==> src/rtl/trs_pkg.sv <==
// Package: shared types and band edges for the refresh scheduler.
// Assumes temperatures are whole degrees Celsius in two's complement.
package trs_pkg;
    // Band code doubles as the right-shift applied to the base interval.
    typedef enum logic [1:0] {
        BAND_1X = 2'd0,
        BAND_2X = 2'd1,
        BAND_4X = 2'd2,
        BAND_8X = 2'd3
    } band_e;

    localparam int EDGE_2X_C  = 85;   // strictly above: interval halved
    localparam int EDGE_4X_C  = 105;  // strictly above: quarter, self-refresh barred
    localparam int EDGE_8X_C  = 115;  // strictly above: eighth
    localparam int EDGE_COLD_C = 0;   // strictly below: derate
endpackage

==> src/rtl/trs_temp_band.sv <==
// Module: trs_temp_band
// Sorts the live case temperature into a refresh band and a self-refresh
// bar (both combinational), and registers the extended-temperature and
// derating flags. Assumes TEMP_W is wide enough to hold the band edges.
module trs_temp_band
    import trs_pkg::*;
#(
    parameter int TEMP_W = 8
) (
    input  logic                     clk,
    input  logic                     rst_n,
    input  logic signed [TEMP_W-1:0] temp,
    output band_e                    band,
    output logic                     hot,
    output logic                     ext_q,
    output logic                     derate_q
);
    // Band selection from the live temperature, hottest band first.
    always_comb begin
        if (temp > EDGE_8X_C)      band = BAND_8X;
        else if (temp > EDGE_4X_C) band = BAND_4X;
        else if (temp > EDGE_2X_C) band = BAND_2X;
        else                       band = BAND_1X;
    end

    assign hot = (temp > EDGE_4X_C);

    // Registered flags for the rest of the controller.
    always_ff @(posedge clk) begin
        if (!rst_n) begin
            ext_q    <= 1'b0;
            derate_q <= 1'b0;
        end else begin
            ext_q    <= (temp > EDGE_2X_C);
            derate_q <= (temp > EDGE_2X_C) || (temp < EDGE_COLD_C);
        end
    end

    // The hot side of derating always comes with the extended mode.
    assert_ext_implies_derate_R10: assert property (@(posedge clk) disable iff (!rst_n)
        ext_q |-> derate_q);
endmodule

==> src/rtl/trs_interval_timer.sv <==
// Module: trs_interval_timer
// Counts the cycles elapsed in the current refresh interval and pulses
// expire when they reach the band's interval. The limit follows the live
// band, so a shorter interval ends the current one at once. Assumes
// BASE_INTERVAL >= 8 so that every scaled interval is at least one cycle.
module trs_interval_timer
    import trs_pkg::*;
#(
    parameter int BASE_INTERVAL = 6240,
    parameter int CNT_W         = $clog2(BASE_INTERVAL + 1)
) (
    input  logic  clk,
    input  logic  rst_n,
    input  band_e band,
    input  logic  hold,
    output logic  expire
);
    logic [CNT_W-1:0] elapsed;
    logic [CNT_W-1:0] last_cnt;

    // Last count value of the interval for the present band.
    always_comb begin
        last_cnt = CNT_W'((BASE_INTERVAL >> band) - 1);
        expire   = !hold && (elapsed >= last_cnt);
    end

    // Elapsed-cycle counter: cleared on reset, hold or expiry.
    always_ff @(posedge clk) begin
        if (!rst_n || hold || expire) elapsed <= '0;
        else                          elapsed <= elapsed + CNT_W'(1);
    end

    assert_elapsed_bound_R1: assert property (@(posedge clk) disable iff (!rst_n)
        elapsed < CNT_W'(BASE_INTERVAL));
    assert_hold_freezes_R7: assert property (@(posedge clk) disable iff (!rst_n)
        hold |=> (elapsed == '0));
endmodule

==> src/rtl/trs_pending_ctr.sv <==
// Module: trs_pending_ctr
// Saturating count of refreshes owed. Interval expiries add one and
// acknowledges remove one. Clear wins over load_one, which wins over
// counting. Assumes PEND_MAX >= 1.
module trs_pending_ctr #(
    parameter int PEND_MAX = 8,
    parameter int PEND_W   = $clog2(PEND_MAX + 1)
) (
    input  logic clk,
    input  logic rst_n,
    input  logic expire,
    input  logic ack,
    input  logic clear,
    input  logic load_one,
    output logic req
);
    logic [PEND_W-1:0] pend;
    logic              inc;
    logic              dec;

    // An ack only counts when something is owed.
    always_comb begin
        dec = ack && (pend != '0);
        inc = expire;
    end

    // Pending count update with saturation at PEND_MAX.
    always_ff @(posedge clk) begin
        if (!rst_n || clear) pend <= '0;
        else if (load_one)   pend <= PEND_W'(1);
        else if (inc && !dec) begin
            if (pend != PEND_W'(PEND_MAX)) pend <= pend + PEND_W'(1);
        end else if (dec && !inc) pend <= pend - PEND_W'(1);
    end

    assign req = (pend != '0);

    assert_pend_cap_R4: assert property (@(posedge clk) disable iff (!rst_n)
        pend <= PEND_W'(PEND_MAX));
    assert_ack_dec_R5: assert property (@(posedge clk) disable iff (!rst_n)
        (ack && !expire && !clear && !load_one && pend != '0) |=> (pend == $past(pend) - PEND_W'(1)));
endmodule

==> src/rtl/trs_refresh_sched.sv <==
// Module: trs_refresh_sched (top)
// Temperature-scaled auto-refresh scheduling with self-refresh gating.
// Assumes ref_ack is only asserted for refreshes the sequencer issued,
// and case_temp is already synchronous to clk.
module trs_refresh_sched
    import trs_pkg::*;
#(
    parameter int CLK_MHZ       = 800,
    parameter int REFI_NS       = 7800,
    parameter int BASE_INTERVAL = CLK_MHZ * REFI_NS / 1000,
    parameter int TEMP_W        = 8,
    parameter int PEND_MAX      = 8
) (
    input  logic                     clk,
    input  logic                     rst_n,
    input  logic signed [TEMP_W-1:0] case_temp,
    input  logic                     ref_ack,
    input  logic                     sr_req,
    output logic                     ref_req,
    output logic                     sr_grant,
    output logic                     ext_temp,
    output logic                     derate
);
    localparam int CNT_W  = $clog2(BASE_INTERVAL + 1);
    localparam int PEND_W = $clog2(PEND_MAX + 1);

    band_e band;
    logic  hot;
    logic  expire;
    logic  sr_stay;
    logic  sr_kick;

    trs_temp_band #(.TEMP_W(TEMP_W)) band_i (
        .clk(clk), .rst_n(rst_n), .temp(case_temp),
        .band(band), .hot(hot), .ext_q(ext_temp), .derate_q(derate)
    );

    trs_interval_timer #(.BASE_INTERVAL(BASE_INTERVAL), .CNT_W(CNT_W)) timer_i (
        .clk(clk), .rst_n(rst_n), .band(band), .hold(sr_grant), .expire(expire)
    );

    // Self-refresh held in a cool band, or forced out by heat.
    always_comb begin
        sr_stay = sr_grant && !hot;
        sr_kick = sr_grant && hot;
    end

    trs_pending_ctr #(.PEND_MAX(PEND_MAX), .PEND_W(PEND_W)) pend_i (
        .clk(clk), .rst_n(rst_n), .expire(expire), .ack(ref_ack),
        .clear(sr_stay), .load_one(sr_kick), .req(ref_req)
    );

    // Self-refresh grant, refused in the hottest bands.
    always_ff @(posedge clk) begin
        if (!rst_n) sr_grant <= 1'b0;
        else        sr_grant <= sr_req && !hot;
    end

    assert_no_hot_grant_R6: assert property (@(posedge clk) disable iff (!rst_n)
        hot |=> !sr_grant);
    assert_hot_exit_req_R8: assert property (@(posedge clk) disable iff (!rst_n)
        (sr_grant && hot) |=> (ref_req && !sr_grant));
endmodule

==> config.mk <==
export PLATFORM = sky130hd
export DESIGN_NAME = trs_refresh_sched
export DESIGN_NICKNAME = d
export VERILOG_FILES = /design/src/rtl/trs_pkg.sv /design/src/rtl/trs_temp_band.sv /design/src/rtl/trs_interval_timer.sv /design/src/rtl/trs_pending_ctr.sv /design/src/rtl/trs_refresh_sched.sv
export SDC_FILE = /design/constraint.sdc
export NUM_CORES = 1
export LEC_CHECK = 0
export CORE_MARGIN = 1.5
export CORE_UTILIZATION = 30
export DETAILED_ROUTE_END_ITERATION = 10
export SLEW_MARGIN = 20
export SYNTH_ARGS = -nofsm -noshare
export SYNTH_HDL_FRONTEND = slang
export SYNTH_SLANG_ARGS = --single-unit
==> constraint.sdc <==
create_clock -name clk -period 4.8 [get_ports clk]
set_clock_uncertainty 0.2 [all_clocks]
set_input_delay 0.96 -clock clk [delete_from_list [all_inputs] [get_ports clk]]
set_output_delay 0.96 -clock clk [all_outputs]
set_load 0.02 [all_outputs]
==> out/metrics.cfg <==
[route]
wirelength_um=2500
ant_nets=0
num_vias=1121
first_iter_violations=29
avgViaCountPerCell=4.71
drc_errors=0
avgRoutedWirePerCell_um=10.5
drt_pass1_iterations=4

[global_route]
track_usage=0.120
grt_antenna_before_repair=0
overflow=0
grt_pass1_wl_um=4220
grt_max_degree=14
grt_pass1_vias=976

[placement]
dpl.hpwl_um=1850
dp_slack_ns=-0.505
portBuffers=15
gp_congestion=0.857

[sta]
fin_setup_tns_ns=0
finalCritPeriodShare=0.947
max_freq_ghz=0.220
fin_crit_ns=4.55
setup_viol=0
whs_ns=0.245
slew_violations=0
final-hold-violation-count=0
setup_ws_ns=0.255

[clock_tree]
cts_tree=built
htree_levels=1
cts-root-buf=clkbuf_8
path_clk_slew_ns=0.07
hold_buffers=0
clk_latency_ns=0.26
cts.sinks=20
cts_buffer_depth=2
cts_buffers=3

[cells_and_area]
fin_nets=219
area_growth_pct=38.4
final_util=0.440
diodes=0
drive_above_1_share=0.218

[power_and_ir_drop]
finalPower_mw=0.430
ir_worst_vdd_uv=138
cellPowerDensity_mw_per_mm2=241
p_leak_nw=0.825

[floorplanning]
ioPinCount=16
fp.dieH_um=68.6
core_mm2=0.00406
start_util=0.318
die_x_um=68.6
die_area_mm2=0.00470
rows=23

[logic_synthesis]
synth-edff-count=0
synth_cells=150
async_flop_share=0
ys_warn_count=0
syn_avg_cell_area_um2=8.60
syn_nets=180
yosys.cell_types.count=35
ys_seq_elements=20
seq_area_frac_synth=0.310
syn_area_mm2=0.00129
synth_top_flop_cell=dfxtp_1

[setup_path]
crit_buf_inv=7
worstSetupPathType=in -> reg
end_kind=flip-flop
crit_chain=dlymetal6s2s_1, buf_4, nand4bb_1, nor3b_2, nor4b_4, buf_4, buf_4, buf_4, o21ai_0, ha_1, inv_1, ha_1, nand4_1, a311oi_2, nor3_1, nor2_1, ha_2, inv_1, ha_1, a21o_1, a21oi_2, xnor2_1, or3_1, a21oi_1
start_kind=input pin
path_max_fanout=3
cpPeakStageDelay_ns=0.30
cp.required_ns=4.80
cp_slowest_cell=or3_1
worstPathArrival_ns=4.54
cp_common_cell=buf_4
critical-path-top-delay-family=simple AND/OR/NAND/NOR gates

[outcome]
outcome=completed

[run]
max_cap_violations=0

[hold_path]
min_path_type=reg -> reg

placed cells by master, fill, tap and decap left out, types with 7 or more instances in the layout:
cell             synthesis  routed
a21oi_1                 10       9
buf_4                    0      22
clkdlybuf4s50_1          0       7
dfxtp_1                 20      20
dlymetal6s2s_1           0       7
ha_1                    17      14
inv_1                    7       7
nand2_1                 12      11
nor2_1                  20      19
xor2_1                  13      13
metrics by stage:
stage          instances  instance area [µm²]
2_1_floorplan        150                 1290
3_3_place_gp         230                 1610
3_5_place_dp         230                 1610
4_1_cts              235                 1710
5_1_grt              238                 1790
6_report             238                 1790
area by class of cell:
cell class	instances	area (µm²)
sequential	20	400
tap	50	62.6
clock buffer	4	55.1
multi-input combinational	120	913
fill	376	2270
timing repair buffer	37	328
inverter	7	26.3
cells by family (layout without fill, tap and decap cells):
group	after synthesis	after routing	share of synthesized area
AND/OR/NAND/NOR	63	63	0.251
AO/OA/AOI/OAI	23	23	0.113
flip-flops	20	20	0.310
adder cells (fa/ha/maj)	18	18	0.180
XOR/XNOR	15	15	0.102
buffers and inverters	10	48	0.0407
other	1	1	0.00291
state kept, by name, indices dropped and copies added, names as in the netlist:
name / count
sr_grant: 1
band_i.ext_q: 1
band_i.derate_q: 1
pend_i.pend: 4
timer_i.elapsed: 13
per-layer routing:
layer / up-vias / global-route usage / routed length, µm
li1: 596 / - / -
met1: 504 / 0.157 / 1280
met2: 18 / 0.188 / 1120
met3: 3 / 0.0227 / 62
met4: 0 / 0.0600 / 34
met5: - / 0 / 0
path summary, 6_finish.rpt:
path | start | cells after the start | endpoint | slack, ns
max | case_temp[2] | 24 | pend_i.pend[3] | 0.25
min reg2reg | timer_i.elapsed[0] | 1 | timer_i.elapsed[0] | 0.25
max reg2reg | timer_i.elapsed[0] | 13 | pend_i.pend[3] | 1.83
min | timer_i.elapsed[0] | 1 | timer_i.elapsed[0] | 0.25
worst reg2reg max path: cells and delay by family, from the launching register on:
family	cells	cell delay [ns]
fa+ha+maj	3	0.79
compound gates	5	0.94
flops	1	0.35
xor+xnor	1	0.08
buf+inv	1	0.05
simple gates	3	0.49
power breakdown:
part	switching (mW)	internal, mW	leakage (nW)
clock network	0.0551	0.0730	0.0288
logic	0.0544	0.0630	0.634
registers	0.00946	0.175	0.163
total	0.119	0.311	0.825
cell usage after synthesis, types with 2 or more instances:
library cell  number  area share
ha_1              17        0.16
nand4_1            5       0.024
xnor2_1            2       0.014
nor2_1            20       0.058
and2_1             2      0.0097
buf_6              2       0.017
a21o_1             2       0.012
inv_1              7       0.020
nand3_1            6       0.023
nor3_1             3       0.012
nand3b_1           2       0.012
a21oi_1           10       0.039
nand2b_1           4       0.019
nand2_1           12       0.035
xor2_1            13       0.088
dfxtp_1           20        0.31
o21ai_0            5       0.019
timing repair:
action	CTS	global route
resized for setup	9	17
setup buffers	1	3
pin swaps	14	14
gates cloned	0	0
endpoints found under the setup margin	2	4
Note: power is estimated with default switching activity, not from simulation.
